--- src/rtl/exc_pkg.sv ---
package exc_pkg;
  localparam int NCODE  = 16;
  localparam int NKNOWN = 11;
  localparam int CW     = $clog2(NCODE);

  typedef enum logic [1:0] {
    RET_PC,
    RET_PC4,
    RET_NEXT_OR_PC,
    RET_NEXT_OR_PC4
  } ret_rule_e;

  // service order, highest first
  function automatic int prio_at(input int k);
    case (k)
      0: return 1;   1: return 2;   2: return 3;  3: return 4;
      4: return 6;   5: return 7;   6: return 8;  7: return 12;
      8: return 13;  9: return 5;   default: return 9;
    endcase
  endfunction

  function automatic ret_rule_e rule_of(input logic [CW-1:0] c);
    case (c)
      4'd12, 4'd13: return RET_PC4;
      4'd4:         return RET_NEXT_OR_PC;
      4'd5, 4'd9:   return RET_NEXT_OR_PC4;
      default:      return RET_PC;
    endcase
  endfunction
endpackage

--- src/rtl/exc_arbiter.sv ---
module exc_arbiter
  import exc_pkg::*;
(
  input  logic [NCODE-1:0] req_i,
  output logic [NCODE-1:0] grant_o,
  output logic [CW-1:0]    code_o,
  output logic             take_o,
  output logic             unknown_o
);
  logic found;

  always_comb begin
    grant_o = '0;
    code_o  = '0;
    found   = 1'b0;
    for (int k = 0; k < NKNOWN; k++) begin
      if (!found && req_i[prio_at(k)]) begin
        grant_o[prio_at(k)] = 1'b1;
        code_o              = CW'(prio_at(k));
        found               = 1'b1;
      end
    end
    take_o    = found;
    unknown_o = !found && (|req_i);
  end

  always_comb begin
    a_onehot_r1: assert ($onehot0(grant_o));
    a_granted_req_r1: assert ((grant_o & ~req_i) == '0);
  end
endmodule

--- src/rtl/exc_target.sv ---
module exc_target
  import exc_pkg::*;
#(
  parameter int          XLEN      = 32,
  parameter int          OFS_SHIFT = 8,
  parameter logic [31:0] SAVE_MASK = 32'h0000_FF73,
  parameter logic [31:0] KEEP_MASK = 32'hFFFB_1041,
  parameter logic [31:0] HIGH_BASE = 32'hFFF0_0000,
  parameter int          LE_BIT    = 0,
  parameter int          ILE_BIT   = 16,
  parameter int          IP_BIT    = 6
) (
  input  logic [CW-1:0]   code_i,
  input  logic [XLEN-1:0] pc_i,
  input  logic [XLEN-1:0] msr_i,
  input  logic            pend_i,
  input  logic [XLEN-1:0] next_pc_i,
  input  logic [XLEN-1:0] cause_i,
  output logic [XLEN-1:0] srr0_o,
  output logic [XLEN-1:0] srr1_o,
  output logic [XLEN-1:0] msr_o,
  output logic [XLEN-1:0] vector_o
);
  logic [XLEN-1:0] pc_al, pc_nx;

  assign pc_al = {pc_i[XLEN-1:2], 2'b00};
  assign pc_nx = pc_al + XLEN'(4);

  always_comb begin
    case (rule_of(code_i))
      RET_PC4:         srr0_o = pc_nx;
      RET_NEXT_OR_PC:  srr0_o = pend_i ? next_pc_i : pc_al;
      RET_NEXT_OR_PC4: srr0_o = pend_i ? next_pc_i : pc_nx;
      default:         srr0_o = pc_al;
    endcase
  end

  assign srr1_o = (msr_i & XLEN'(SAVE_MASK)) | cause_i;

  always_comb begin
    msr_o         = msr_i & XLEN'(KEEP_MASK);
    msr_o[LE_BIT] = msr_o[ILE_BIT];
  end

  assign vector_o = (XLEN'(code_i) << OFS_SHIFT)
                  | (msr_i[IP_BIT] ? XLEN'(HIGH_BASE) : '0);
endmodule

--- src/rtl/exc_entry.sv ---
module exc_entry
  import exc_pkg::*;
#(
  parameter int XLEN = 32
) (
  input  logic             clk_i,
  input  logic             rst_ni,
  input  logic [NCODE-1:0] req_i,
  input  logic [XLEN-1:0]  pc_i,
  input  logic [XLEN-1:0]  msr_i,
  input  logic             pend_i,
  input  logic [XLEN-1:0]  next_pc_i,
  input  logic [XLEN-1:0]  cause_i,
  output logic [XLEN-1:0]  srr0_o,
  output logic [XLEN-1:0]  srr1_o,
  output logic [XLEN-1:0]  msr_o,
  output logic             redirect_o,
  output logic [XLEN-1:0]  vector_o,
  output logic             err_o
);
  logic [NCODE-1:0] grant;
  logic [CW-1:0]    code;
  logic             take, unknown;
  logic [XLEN-1:0]  srr0_n, srr1_n, msr_n, vec_n;

  exc_arbiter u_arb (
    .req_i     (req_i),
    .grant_o   (grant),
    .code_o    (code),
    .take_o    (take),
    .unknown_o (unknown)
  );

  exc_target #(.XLEN(XLEN)) u_tgt (
    .code_i    (code),
    .pc_i      (pc_i),
    .msr_i     (msr_i),
    .pend_i    (pend_i),
    .next_pc_i (next_pc_i),
    .cause_i   (cause_i),
    .srr0_o    (srr0_n),
    .srr1_o    (srr1_n),
    .msr_o     (msr_n),
    .vector_o  (vec_n)
  );

  always_ff @(posedge clk_i or negedge rst_ni) begin
    if (!rst_ni) begin
      srr0_o     <= '0;
      srr1_o     <= '0;
      msr_o      <= '0;
      vector_o   <= '0;
      redirect_o <= 1'b0;
      err_o      <= 1'b0;
    end else begin
      redirect_o <= take;
      err_o      <= unknown;
      if (take) begin
        srr0_o   <= srr0_n;
        srr1_o   <= srr1_n;
        msr_o    <= msr_n;
        vector_o <= vec_n;
      end
    end
  end

  p_hold_r9: assert property (@(posedge clk_i) disable iff (!rst_ni)
    !take |=> ($stable(srr0_o) && $stable(srr1_o) && $stable(msr_o) && !redirect_o));
  p_excl_r10: assert property (@(posedge clk_i) disable iff (!rst_ni)
    !(redirect_o && err_o));
  p_vec_low_r2: assert property (@(posedge clk_i) disable iff (!rst_ni)
    redirect_o |-> vector_o[7:0] == 8'h00);
  p_le_copy_r8: assert property (@(posedge clk_i) disable iff (!rst_ni)
    redirect_o |-> msr_o[0] == msr_o[16]);
  p_srr1_bits_r7: assert property (@(posedge clk_i) disable iff (!rst_ni)
    take |=> (srr1_o & ~($past(cause_i) | 32'h0000_FF73)) == '0);
endmodule

--- config.mk ---
export PLATFORM = sky130hd
export DESIGN_NAME = exc_entry
export DESIGN_NICKNAME = d
export VERILOG_FILES = /design/src/rtl/exc_pkg.sv /design/src/rtl/exc_arbiter.sv /design/src/rtl/exc_target.sv /design/src/rtl/exc_entry.sv
export SDC_FILE = /design/constraint.sdc
export NUM_CORES = 1
export LEC_CHECK = 0
export BUFFER_PORTS_ARGS = -buffer_cell sky130_fd_sc_hd__buf_2
export CORE_MARGIN = 5
export CORE_UTILIZATION = 25
export DETAILED_ROUTE_END_ITERATION = 6
export SLEW_MARGIN = 15
export SYNTH_ARGS = -nofsm -noshare
export SYNTH_HDL_FRONTEND = slang
export SYNTH_SLANG_ARGS = --single-unit
--- constraint.sdc ---
create_clock -name clk_i -period 1.55 [get_ports clk_i]
set_input_delay 0.155 -clock clk_i [delete_from_list [all_inputs] [get_ports clk_i]]
set_output_delay 0.155 -clock clk_i [all_outputs]
set_load 0.05 [all_outputs]
* Word level (Yosys, flattened, before mapping)
Index checks and enable logic that the tools add are counted.
** Word-level totals
- Logic and storage cells :: 69
- Register bits after elaboration :: 116
- Bits of input ports :: 147
** Operators by class
- Equal/unequal tests :: 8
- Mux-type cells :: 27
- Reduce and logical (&&, ||, !) cells :: 25
- Bitwise operators :: 2
- Add/subtract/negate cells :: 1
** Operator list (number)
- two-way mux 32 bit :: 3
- case mux 32 bit (3 select lines) :: 1
- two-way mux 4 bit :: 10
- adder 32 x 3 -> 32 bit, second input constant :: 1
- bitwise OR 12 x 32 -> 32 bit :: 1
- bitwise OR 16 x 32 -> 32 bit :: 1
- OR reduction 16 bit :: 1
- == test 4 bit, second input constant :: 3
- two-way mux 1 bit :: 12
- logical AND 1 bit :: 11
- logical NOT 1 bit :: 11
- == test 4 x 3 -> 1 bit, second input constant :: 2
- case mux 2 bit (3 select lines) :: 1
- == test 2 bit, second input constant :: 2
- OR reduction 2 bit :: 2
- == test 2 x 1 -> 1 bit, second input constant :: 1

* Logic depth before layout (Yosys ltp)
- Depth after elaboration :: 36
- Gate-level depth with buffers :: 9
- Gate-level depth less buffers :: 7

* Hierarchy
A second synthesis with hierarchy kept.
** Unflattened totals
- Cells, all modules :: 687
- Area total of the unflattened synthesis :: 7529.7 um2
** Modules (own cells, without submodules)
- exc_entry :: times used 1, sequential area each 3253.1 um2, area an instance 4872.2 um2, cells each 272
- exc_target :: times used 1, sequential area each 0.0 um2, area an instance 2361.0 um2, cells each 372
- exc_arbiter :: times used 1, sequential area each 0.0 um2, area an instance 296.5 um2, cells each 43

* Worst setup path after synthesis
Ideal clock, no wire load.
- Path kind :: input-to-reg
- Start :: in req_i[3]
- End :: reg srr0_o[29]
- Data required time :: 1.427 ns
- Setup slack :: -0.563 ns
- Buffers on the path :: 2
- Stages :: 8
- Arrival time :: 1.990 ns
- Setup time :: 0.123 ns
- Path through :: or3_1 > buf_2 > a211oi_1 > a21bo_2 > and2_4 > buf_6 > a221o_1 > o221a_2
** Between the ends
- Word-level cells in the longest chain between the ends :: 31
** Ends and longest elaborated chain
- start: declaration :: line exc_entry.sv:8 : input logic [NCODE-1:0] req_i,
- logical AND 1 bit (*) :: line exc_arbiter.sv:17 : if (!found && req_i[prio_at(k)]) begin
- two-way mux 1 bit :: line exc_arbiter.sv:17
- logical NOT 1 bit :: line exc_arbiter.sv:17
- logical AND 1 bit :: line exc_arbiter.sv:17
- two-way mux 1 bit :: line exc_arbiter.sv:17
- logical NOT 1 bit :: line exc_arbiter.sv:17
- logical AND 1 bit :: line exc_arbiter.sv:17
- two-way mux 1 bit :: line exc_arbiter.sv:17
- (+15 left out)
- logical NOT 1 bit :: line exc_arbiter.sv:17
- logical AND 1 bit :: line exc_arbiter.sv:17
- two-way mux 4 bit :: line exc_arbiter.sv:17
- == test 4 x 3 -> 1 bit / == test 4 bit (equally long branches) :: line exc_pkg.sv:23 : case (c)
- OR reduction 2 bit :: line exc_pkg.sv:23
- case mux 2 bit (3 select lines) :: line exc_pkg.sv:23
- == test 2 bit / == test 2 x 1 -> 1 bit (equally long branches) :: line exc_target.sv:30 : case (rule_of(code_i))
- case mux 32 bit (3 select lines) :: line exc_target.sv:30
- end signal: assignment :: line exc_entry.sv:59 : srr0_o <= srr0_n;
- end: declaration :: line exc_entry.sv:14 : output logic [XLEN-1:0] srr0_o,
Mark *: on every way between the ends. The rest lies on a longest branch, timed or not.
A chain may end at the register's enable or synchronous reset.

* Worst setup path after layout
- Start :: in req_i[6]
- End :: reg srr0_o[18]
** Between the ends
- Word-level cells in the longest chain between the ends :: 25
** Ends and longest elaborated chain (line)
- logical AND 1 bit (*) :: exc_arbiter.sv:17
- two-way mux 1 bit :: exc_arbiter.sv:17
- logical NOT 1 bit :: exc_arbiter.sv:17
- logical AND 1 bit :: exc_arbiter.sv:17
- two-way mux 1 bit :: exc_arbiter.sv:17
- logical NOT 1 bit :: exc_arbiter.sv:17
- logical AND 1 bit :: exc_arbiter.sv:17
- two-way mux 1 bit :: exc_arbiter.sv:17
- (+9 left out)
- logical NOT 1 bit :: exc_arbiter.sv:17
- logical AND 1 bit :: exc_arbiter.sv:17
- two-way mux 4 bit :: exc_arbiter.sv:17
- == test 4 x 3 -> 1 bit / == test 4 bit (equally long branches) :: exc_pkg.sv:23
- OR reduction 2 bit :: exc_pkg.sv:23
- case mux 2 bit (3 select lines) :: exc_pkg.sv:23
- == test 2 bit / == test 2 x 1 -> 1 bit (equally long branches) :: exc_target.sv:30
- case mux 32 bit (3 select lines) :: exc_target.sv:30
Marks and branches as above.

==> flow_summary.ini <==
[status]
status = finished with violations
violations = setup timing

[die]
initial_utilization_pct = 25.3
io_pins = 277
core_region_area_mm2 = 0.0218
chipHeight_um = 158
num_rows = 54
dieArea_mm2 = 0.0251
die_x_um = 158

[power_and_ir_drop]
power_frac_seq_pct = 36.7
clkPwrFrac_pct = 35.0
swShare_pct = 35.6
pwr-share-comb_pct = 28.3
net-switching-power_w = 0.00240
peakVddDrop_v = 0.000465
p_leak_nw = 4.15
power_density_mw_per_mm2 = 776
p_int_w = 0.00435

[synth]
synth_seq_cells = 87
synth_top_area_cell = dfrtp_1
netlist_top_cells_count = nand2_1 (166), dfrtp_1 (87), nor2_1 (53)
synth_edf_count = 0
synthTopCellsByArea = dfrtp_1 (40%), nand2_1 (11%), buf_4 (6.0%), nor2_1 (3.6%), o21ai_0 (3.0%)
synth_cells = 677
async_reset_ff_share_pct = 100
yosys_warnings = 0
ys_seq_area_share_pct = 39.6
ys_types = 60
netlist.area_leader.share_pct = 39.6
synth.avg_cell_area_um2 = 8.13
synth.cell_area_mm2 = 0.00550
yosysMostFrequentCell = nand2_1
synthFlopType = dfrtp_1

[timing]
slew_viol_final = 0
finalHoldViolations = 0
post-route-period-util_pct = 121
hold_ws_ns = 0.00793
finClkSkew_ns = 0
fmax_mhz = 533
setup_slack_ns = -0.327
min_period_ns = 1.88
fin_tns_setup_ns = -7.74
rsz0062_at_grt = yes
setup_viol = 32

[clock_tree]
cts-htree-levels = 3
cts_tree = yes
insertion_delay_ns = 0.34
clock-sinks = 87
cts_buffers = 9
ctsRootBufferMaster = clkbuf_16
path_clk_slew_ns = 0.07
cts_max_path_buffers = 2

[final_layout]
final_nets = 1160
n_fill_cell = 2229
drive_gt1_share_pct = 44.8
seq_area_mm2 = 0.00218
area_delta_synth_final_pct = 58.1
multi_input_area_mm2 = 0.00324
postLayoutCoreUtil_pct = 40.0

[global_route]
antenna_found_initial = 2
grt_pass1_vias = 6162
grt_overflow = 0
grt_max_degree = 44
grt_usage_pct = 17.3
grt_pass1_wl_um = 33800

[placement]
gp_congestion = 0.848
dpl.hpwl_um = 17400
io_buffers = 240

[worst_setup_path]
crit_path_max_incr_delay_ns = 0.40
critPathCaptureType = flop
required_ns = 1.78
crit_fanout = 7
critical-path-top-delay-family = compound AO/OA/AOI/OAI gates
worst-path-stages = 10
reg2reg_depth = 3
cpMaxStageDelayCell = or3_4
cp-start-kind = primary input
rr_endpoint = srr0_o[17]
ff2ff_setup_slack_ns = 0.60
cp.arrival_ns = 2.10
r2r-start = srr0_o[17]
path_class = in -> reg
crit_chain = buf_6, buf_4, or3_4, a211oi_4, a21bo_4, and2_4, buf_12, buf_12, a221oi_1, a221oi_1
crit_buf_inv = 4

[worst_hold_path]
min_path_cells = 3
min_path_type = in -> reg
whs_endpoint = srr1_o[25]
min_from = cause_i[25]

[detailed_routing]
route.detailed.drc = 0
vias_per_cell = 4.87
wl_per_cell_um = 17.9
vias = 6318
firstDrtPassIters = 5
drt_iter0_markers = 416
routed_wl_um = 23200
drtAntennaViolNets = 0

[run]
drv_cap = 0
==> placed cells by master, fill, tap and decap left out, types with 4 or more instances in the layout <==
cell	count
a31oi_1	11
a221o_1	4
buf_6	16
buf_4	104
o2bb2ai_1	4
o21ai_0	20
conb_1	30
a21oi_2	4
nand2b_1	5
a221oi_2	12
xnor2_1	15
nor3_1	16
a21o_1	5
buf_12	14
a21oi_1	20
nand3_1	19
nor4_1	4
o21ai_2	4
nand4_1	9
inv_1	8
o21ai_1	9
mux2_2	9
nor2_4	4
o211ai_1	6
xor2_1	10
and3_1	4
dlygate4sd3_1	12
nand2_1	165
a221oi_1	4
o21a_1	7
dfrtp_1	87
clkbuf_16	10
and4_1	7
nor2_1	49
buf_2	236
==> kinds of logic (layout without fill, tap and decap cells) <==
kind of cell | after synthesis | count (layout) | synth area share (%)
simple gates | 304 | 304 | 24.2
fa+ha+maj | 1 | 1 | 0.227
xor+xnor | 25 | 25 | 3.98
mux | 12 | 12 | 2.39
buf+inv | 98 | 409 | 10.1
compound gates | 149 | 149 | 19.5
other cells | 1 | 31 | 0.0681
flops | 87 | 87 | 39.6
==> worst max-delay path by stage <==
| stage | from | to | slack [ns] |
|---|---|---|---|
| finish | req_i[6] | srr0_o[18] | -0.33 |
| floorplan | req_i[4] | srr0_o[6] | -0.48 |
| CTS | req_i[6] | srr0_o[30] | -0.31 |
| global placement | req_i[4] | srr0_o[11] | -0.68 |
| detailed placement | req_i[4] | srr0_o[30] | -0.78 |
| global route | req_i[6] | srr0_o[6] | -0.39 |
==> worst register-to-register path: stages (launching register included) <==
cell      delay [ns]
dfrtp_1         0.38
inv_1           0.09
o221ai_1        0.24
o211a_1         0.19
==> what timing repair did <==
item | in CTS | in global routing
gates cloned | 1 | 1
resized for setup | 47 | 40
buffers inserted | 9 | 6
pin swaps | 29 | 22
setup endpoints to repair | 32 | 32
endpoints found under the hold margin | 28 | 0
hold buffers | 12 | 0
==> area by class of cell <==
type | instances | share of cell area, %
Timing Repair Buffer | 384 | 29.7
Clock buffer | 10 | 2.75
Tap cell | 280 | 4.03
Inverter | 9 | 0.388
Multi-Input combinational cell | 521 | 37.3
Antenna cell | 1 | 0.0288
Sequential cell | 87 | 25.0
Clock inverter | 6 | 0.863
==> sequential cells by signal, summed over array words and instances (netlist names) <==
signal,flops
err_o,1
srr0_o,32
vector_o,4
redirect_o,1
msr_o,17
srr1_o,32
==> per-stage QoR <==
stage          setup slack, ns  total power [W]  instances  area (µm²)
3_3_place_gp            -0.684          0.00430       1254        7750
5_1_grt                 -0.386          0.00707       1298        8700
3_5_place_dp            -0.776          0.00431       1254        7750
2_1_floorplan           -0.479          0.00365        706        5710
4_1_cts                 -0.308          0.00678       1292        8450
6_report                -0.327          0.00676       1298        8700
==> metal layers <==
layer,track usage (%),vias up,wire length (µm)
li1,-,2982,-
met1,21.3,2967,9160
met2,29.7,318,11200
met3,3.59,49,2080
met4,6.90,2,735
met5,0,-,13
==> power groups by stage <==
stage	Combinational [W]	Clock [W]	Sequential (W)
floorplan	0.000667	0	0.00298
global placement	0.00178	0	0.00252
detailed placement	0.00179	0	0.00252
CTS	0.00187	0.00244	0.00248
global route	0.00203	0.00254	0.00249
finish	0.00191	0.00236	0.00248
Power figures use the tool's default switching activity.
